## src/rtl/cfpwm_pkg.sv

```systemverilog
package cfpwm_pkg;
   // Default counter width and the smallest width the stage accepts.
   localparam int DEF_CNT_W = 8;
   localparam int MIN_CNT_W = 2;

   // Run phase of the stage, used for readability in the counter.
   typedef enum logic {
      PH_IDLE = 1'b0,
      PH_RUN  = 1'b1
   } cfpwm_phase_e;
endpackage

```

## src/rtl/cfpwm_shadow.sv

```systemverilog
module cfpwm_shadow #(
   parameter int CNT_W = cfpwm_pkg::DEF_CNT_W
) (
   input  logic             clk,
   input  logic             rst_n,
   input  logic             load,
   input  logic [CNT_W-1:0] period_in,
   input  logic [CNT_W-1:0] on_in,
   output logic [CNT_W-1:0] act_period,
   output logic [CNT_W-1:0] act_on
);
   // Working copies: refreshed from the inputs only when load is high.
   always_ff @(posedge clk or negedge rst_n) begin
      if (!rst_n) begin
         act_period <= '0;
         act_on     <= '0;
      end else if (load) begin
         act_period <= period_in;
         act_on     <= on_in;
      end
   end
endmodule

```

## src/rtl/cfpwm_counter.sv

```systemverilog
module cfpwm_counter #(
   parameter int CNT_W = cfpwm_pkg::DEF_CNT_W
) (
   input  logic             clk,
   input  logic             rst_n,
   input  logic             run,
   input  logic             tick,
   input  logic [CNT_W-1:0] limit,
   output logic [CNT_W-1:0] cnt,
   output logic             wrap
);
   import cfpwm_pkg::*;

   cfpwm_phase_e phase;
   logic         at_limit;

   assign phase    = run ? PH_RUN : PH_IDLE;
   assign at_limit = (cnt == limit);
   assign wrap     = (phase == PH_RUN) && tick && at_limit;

   always_ff @(posedge clk or negedge rst_n) begin
      if (!rst_n) begin
         cnt <= '0;
      end else if (phase == PH_IDLE) begin
         cnt <= '0;
      end else if (tick) begin
         cnt <= at_limit ? '0 : cnt + 1'b1;
      end
   end
endmodule

```

## src/rtl/cfpwm_compare.sv

```systemverilog
module cfpwm_compare #(
   parameter int CNT_W = cfpwm_pkg::DEF_CNT_W
) (
   input  logic             run,
   input  logic [CNT_W-1:0] cnt,
   input  logic [CNT_W-1:0] on_val,
   output logic             level
);
   // High while the count is below the on value; an on value above the
   // period keeps the level high, an on value of zero keeps it low.
   always_comb begin
      level = run && (cnt < on_val);
   end
endmodule

```

## src/rtl/cfpwm_stage.sv

```systemverilog
module cfpwm_stage #(
   parameter int CNT_W = cfpwm_pkg::DEF_CNT_W
) (
   input  logic             clk,
   input  logic             rst_n,
   input  logic             run,
   input  logic             tick,
   input  logic [CNT_W-1:0] period_in,
   input  logic [CNT_W-1:0] on_in,
   output logic             pwm_out,
   output logic             cycle_end
);
   generate
      if (CNT_W < cfpwm_pkg::MIN_CNT_W) begin : g_width_bad
         $error("cfpwm_stage: CNT_W must be at least %0d", cfpwm_pkg::MIN_CNT_W);
      end
   endgenerate

   logic [CNT_W-1:0] act_period;
   logic [CNT_W-1:0] act_on;
   logic [CNT_W-1:0] cnt_q;
   logic             wrap;
   logic             shadow_load;

   // Load while idle so the first cycle uses fresh values; otherwise only at the wrap.
   assign shadow_load = !run || wrap;

   cfpwm_shadow #(.CNT_W(CNT_W)) u_shadow (
      .clk        (clk),
      .rst_n      (rst_n),
      .load       (shadow_load),
      .period_in  (period_in),
      .on_in      (on_in),
      .act_period (act_period),
      .act_on     (act_on)
   );

   cfpwm_counter #(.CNT_W(CNT_W)) u_counter (
      .clk   (clk),
      .rst_n (rst_n),
      .run   (run),
      .tick  (tick),
      .limit (act_period),
      .cnt   (cnt_q),
      .wrap  (wrap)
   );

   cfpwm_compare #(.CNT_W(CNT_W)) u_compare (
      .run    (run),
      .cnt    (cnt_q),
      .on_val (act_on),
      .level  (pwm_out)
   );

   assign cycle_end = wrap;
endmodule

```

## config.mk

```make
export PLATFORM = sky130hd
export DESIGN_NAME = cfpwm_stage
export DESIGN_NICKNAME = d
export VERILOG_FILES = /design/src/rtl/cfpwm_pkg.sv /design/src/rtl/cfpwm_shadow.sv /design/src/rtl/cfpwm_counter.sv /design/src/rtl/cfpwm_compare.sv /design/src/rtl/cfpwm_stage.sv
export SDC_FILE = /design/constraint.sdc
export NUM_CORES = 1
export LEC_CHECK = 0
export BUFFER_PORTS_ARGS = -buffer_cell sky130_fd_sc_hd__buf_2
export CAP_MARGIN = 25
export CORE_MARGIN = 10
export CORE_UTILIZATION = 50
export CTS_CLUSTER_SIZE = 24
export DETAILED_ROUTE_END_ITERATION = 8
export PLACE_DENSITY = 0.79
export RECOVER_POWER = 50
export SLEW_MARGIN = 40
export SYNTH_ARGS = -nofsm -noshare
export SYNTH_HDL_FRONTEND = slang
export SYNTH_SLANG_ARGS = --single-unit
```

## constraint.sdc

```tcl
create_clock -name clk -period 2 [get_ports clk]
set_input_delay 0.6 -clock clk [delete_from_list [all_inputs] [get_ports clk]]
set_output_delay 0.6 -clock clk [all_outputs]
set_load 0.03 [all_outputs]
```

== After elaboration in Yosys (flattened, before gate mapping) ==
Index checks and enable logic that the tools add are counted.
Word-level totals
  word-level logic and storage cells: 16
  register bits after elaboration: 24
  output and inout bits: 2
  input port bits: 20
Cells by class
  $lt $le $gt $ge: 1
  add/subtract/negate cells: 1
  multiplexer cells: 4
  reductions and logical operators: 5
  equality and inequality tests: 2
Operators with widths (count)
  8-bit two-way mux: 3
  8-bit by 1-bit adder with 8-bit output (second input constant): 1
  8-bit equality test: 1
  8-bit < comparator: 1
  1-bit logical AND: 3
  2-bit inequality test (second input constant): 1
  1-bit logical NOT: 1
  1-bit logical OR: 1
  1-bit two-way mux: 1

== Logic depth before layout (Yosys ltp) ==
  depth after elaboration: 4
  gate-level depth with buffers: 6
  depth with buffers taken out: 6

== By module ==
From an unflattened synthesis, not the netlist that was laid out.
Second synthesis, totals
  cells, all modules: 124
  area total of the unflattened synthesis: 1393.8 sq um
By module, submodules not included
  cfpwm_shadow: seq. area each 400.4 sq um, area each 649.4 sq um, cells an instance 34, times used 1
  cfpwm_counter: seq. area each 200.2 sq um, area each 554.3 sq um, cells an instance 63, times used 1
  cfpwm_compare: seq. area each 0.0 sq um, area each 183.9 sq um, cells an instance 26, times used 1
  cfpwm_stage: seq. area each 0.0 sq um, area each 6.3 sq um, cells an instance 1, times used 1

== Worst setup path before layout ==
OpenSTA, ideal clock, no wires.
  path type: reg2out
  start point: register u_counter.cnt[4]
  end point: output port pwm_out
  stages on the path, launching flop included: 5
  required time: 1.400 ns
  path slack: -0.665 ns
  path buffers: 0
  arrival: 2.065 ns
  path through: dfrtp_1 -> ha_1 -> or3_1 -> a211o_1 -> a221oi_1
On the way
  cells in the longest elaborated chain, start to end: 2
Ends and longest elaborated chain
  from (decl): RTL line cfpwm_counter.sv:9  | output logic [CNT_W-1:0] cnt,
  from (signal assigned): RTL line cfpwm_counter.sv:27  | cnt <= at_limit ? '0 : cnt + 1'b1;
  8-bit < comparator: RTL line cfpwm_compare.sv:12  | level = run && (cnt < on_val);
  1-bit logical AND: RTL line cfpwm_compare.sv:12
  to (decl): RTL line cfpwm_stage.sv:10  | output logic pwm_out,
No other way between the ends.

== Worst setup path in the final report ==
  start point: register u_shadow.act_on[3]
  end point: output port pwm_out
On the way
  cells in the longest elaborated chain, start to end: 2
Ends and longest elaborated chain
  from (decl): RTL line cfpwm_shadow.sv:10  | output logic [CNT_W-1:0] act_on
  from (signal assigned): RTL line cfpwm_shadow.sv:19  | act_on <= on_in;
  8-bit < comparator: RTL line cfpwm_compare.sv:12
  1-bit logical AND: RTL line cfpwm_compare.sv:12
No other way between the ends.

==> summary.md <==
| Metric | Value |
|---|---|
| Clock Pin Slew Worst Setup and Hold Paths | `0.13 ns` |
| RSZ-0062 raised after global routing | `true` |
| Initial DRC count | `43` |
| Failing checks | `negative setup slack` |
| WHS | `0.495 ns` |
| CP startpoint kind | `register` |
| Gr ovfl total | `0` |
| Final Hold Viols | `0` |
| Drt first pass iters | `4` |
| Number of global-route vias before repair | `1244` |
| Routed WL per cell | `16.9 um` |
| Period utilization | `1.30` |
| Mapped Cells | `128` |
| I/O Pins | `22` |
| Top fanout value on the critical path | `2` |
| Clk sinks | `24` |
| Layout Nets | `194` |
| Peak supply drop | `0.530 mV` |
| Unique masters post-synth | `31` |
| Design Area, Final | `1790 um2` |
| Worst endpoint required time | `1.40 ns` |
| Worst Setup SP | `u_shadow.act_on[3]$_DFFE_PN0P_` |
| Number of antenna violations at the first check in global routing | `0` |
| Overall routed net length | `3300 um` |
| Ratio of cells with drive above 1 in the final layout | `0.415` |
| Clock Tree Buf Depth | `2` |
| RR Endpoint | `u_shadow.act_on[2]$_DFFE_PN0P_` |
| Relative slew slack | `0.178` |
| Die area | `5400 um2` |
| Setup WS post-layout | `-0.594 ns` |
| Total power | `0.989 mW` |
| First-pass GRT wire length | `5670 um` |
| Via/cell ratio | `5.89` |
| Total GRT Usage | `0.134` |
| Outcome | `complete, but fails checks` |
| Placed Cells incl. Taps | `190` |
| #FFs+latches synth | `24` |
| Die span in y | `73.5 um` |
| Synth warn | `0` |
| Area share of the largest cell type after synthesis | `0.420` |
| Placement Rows | `19` |
| Critical path class | `register to output port` |
| R2r setup slk | `-0.14 ns` |
| Clock skew | `0.00481 ns` |
| Hold Crit Class | `input pin to register` |
| RePlAce Congestion | `0.857` |
| Max_cap viols | `0` |
| Seq/Total Area, Yosys | `0.420` |
| CTS root buffer | `clkbuf_4` |
| Setup Viol. Count Final | `18` |
| Synth Net Count | `156` |
| Pleak | `0.885 nW` |
| Post-synthesis cell area | `1430 um2` |
| CTS hold repair buffers | `0` |
| FF-to-FF Start | `u_counter.cnt[4]$_DFFE_PN0P_` |
| Largest net degree at the start of global routing | `25` |
| # diodes | `0` |
| HPWL after DPL | `2570 um` |
| Die Span X | `73.5 um` |
| Syn avg cell area | `11.2 um2` |
| H-tree Lvls | `1` |
| Max Fclk | `386 MHz` |
| Largest area contributor in the netlist | `dfrtp_1` |
| Arrival time at the worst endpoint | `1.99 ns` |
| DRC viols | `0` |
| CORE AREA | `2760 um2` |
| Port buffer count | `21` |
| Clock latency on the worst-skew pair | `0.32 ns` |
| Worst slew pin tran | `1.23 ns` |
| Min Tclk post-route | `2.59 ns` |
| Top post-synthesis cells by area | `dfrtp_1, mux2_4, ha_1` |
| Final Instance Count excl. Fillers | `195` |
| Vias | `1149` |
| Cts bufs inserted | `3` |
| Slew Limit Fails | `0` |
| Area growth, synth to finish | `24.9%` |
| CTS tree | `done` |
| Worst setup path end | `pwm_out` |
| DP Area | `1680 um2` |
| Crit end category | `output port` |
| Initial Utilization | `0.519` |
| Power density over the cells | `553 nW/um2` |
| Post-DRT Antenna Nets | `0` |
| Worst reg-to-reg path cell count | `8` |
## synthesized netlist by cell type
cell / number
a221oi_1: 1
and4b_1: 4
nor2_1: 6
a21oi_1: 1
ha_1: 8
a21o_1: 1
a21boi_0: 2
nand2b_1: 2
mux2_2: 6
xnor2_1: 8
nand2_1: 7
o22ai_1: 5
o311ai_0: 2
nand4_1: 2
dfrtp_1: 24
and3b_1: 1
o211ai_1: 2
o21ai_0: 5
o21a_1: 1
mux2_4: 10
nand3_1: 4
clkbuf_1: 3
buf_2: 2
a211o_1: 1
nand3b_1: 2
and3_1: 5
o2111ai_1: 2
or3_1: 1
buf_8: 1
o31ai_4: 1
inv_1: 8
## area by class of cell
| class | instances | area [um2] |
|---|---|---|
| well taps | 31 | 38.8 |
| repair buffers | 39 | 267 |
| multi-input cells | 90 | 828 |
| clock buffers | 3 | 22.5 |
| inverters | 8 | 30.0 |
| fillers | 223 | 971 |
| flip-flops and latches | 24 | 601 |
## kinds of logic (layout without fill, tap and decap cells)
logic type | Yosys count | after routing | synth area share
mux | 16 | 16 | 0.152
compound gates | 24 | 24 | 0.126
simple gates | 34 | 34 | 0.136
flops | 24 | 24 | 0.420
buf+inv | 14 | 50 | 0.0464
xor+xnor | 8 | 8 | 0.0490
fa+ha+maj | 8 | 8 | 0.0700
## what timing repair did
| action | 4_1_cts | 5_1_grt |
|---|---|---|
| resized for setup | 9 | 6 |
| setup buffers | 2 | 0 |
| endpoints found under the hold margin | 0 | 0 |
| setup endpoints to repair | 2 | 18 |
| pin swaps | 2 | 3 |
| cloned | 0 | 0 |
## metal layers
metal	part of all wire	up-vias	track usage
met5	0	-	0
met4	0.028	0	0.0828
met3	0.043	9	0.0336
met2	0.53	26	0.232
met1	0.40	571	0.142
li1	-	543	-
## state kept, by name, summed over array words and instances (netlist names)
signal / count
u_counter.cnt: 8
u_shadow.act_on: 8
u_shadow.act_period: 8
## how the worst min path moves through the flow
stage / depth (start not counted) / to / from / slack, ns
floorplan: 0 / u_counter.cnt[0]$_DFFE_PN0P_ / rst_n / 0.30
global placement: 1 / u_shadow.act_on[4]$_DFFE_PN0P_ / u_shadow.act_on[4]$_DFFE_PN0P_ / 0.49
detailed placement: 1 / u_shadow.act_on[6]$_DFFE_PN0P_ / u_shadow.act_on[6]$_DFFE_PN0P_ / 0.50
CTS: 1 / u_shadow.act_on[6]$_DFFE_PN0P_ / rst_n / 0.25
global route: 2 / u_shadow.act_on[1]$_DFFE_PN0P_ / on_in[1] / 0.48
finish: 2 / u_shadow.act_period[2]$_DFFE_PN0P_ / period_in[2] / 0.49
## worst max-delay path, cell delays in order, from the launching register on
cell	delay, ns
dfrtp_1	0.36
inv_1	0.05
ha_2	0.16
or3_4	0.38
a211o_1	0.28
a221oi_4	0.27
buf_6	0.17
## layout by cell type (no fill, tap or decap), drive strengths merged
| master | count |
|---|---|
| a21o | 1 |
| o2111ai | 2 |
| o21a | 1 |
| nand3 | 4 |
| a21boi | 2 |
| nand2b | 2 |
| o311ai | 2 |
| mux2 | 16 |
| clkbuf | 4 |
| nand3b | 2 |
| a21oi | 1 |
| o21ai | 5 |
| nand4 | 2 |
| or3 | 1 |
| o31ai | 1 |
| xnor2 | 8 |
| o211ai | 2 |
| inv | 8 |
| a211o | 1 |
| nor2 | 6 |
| buf | 38 |
| dfrtp | 24 |
| o22ai | 5 |
| ha | 8 |
| and3b | 1 |
| and3 | 5 |
| and4b | 4 |
| nand2 | 7 |
| a221oi | 1 |
## where the power goes
group	total (mW)	switching [mW]	leakage (nW)	internal, mW
logic	0.224	0.0987	0.574	0.126
clock network	0.217	0.146	0.0138	0.0708
registers	0.548	0.0260	0.297	0.522
total	0.989	0.270	0.885	0.718
## per-stage QoR
stage / setup WS [ns] / TNS [ns] / util
finish: -0.594 / -2.87 / 0.648
global route: -0.698 / -4.51 / 0.648
CTS: -0.612 / -1.78 / 0.637
detailed placement: -0.302 / -0.302 / 0.610
global placement: -0.234 / -0.234 / 0.610
floorplan: -0.247 / -0.247 / -
Note: power is estimated with default switching activity, not from simulation.
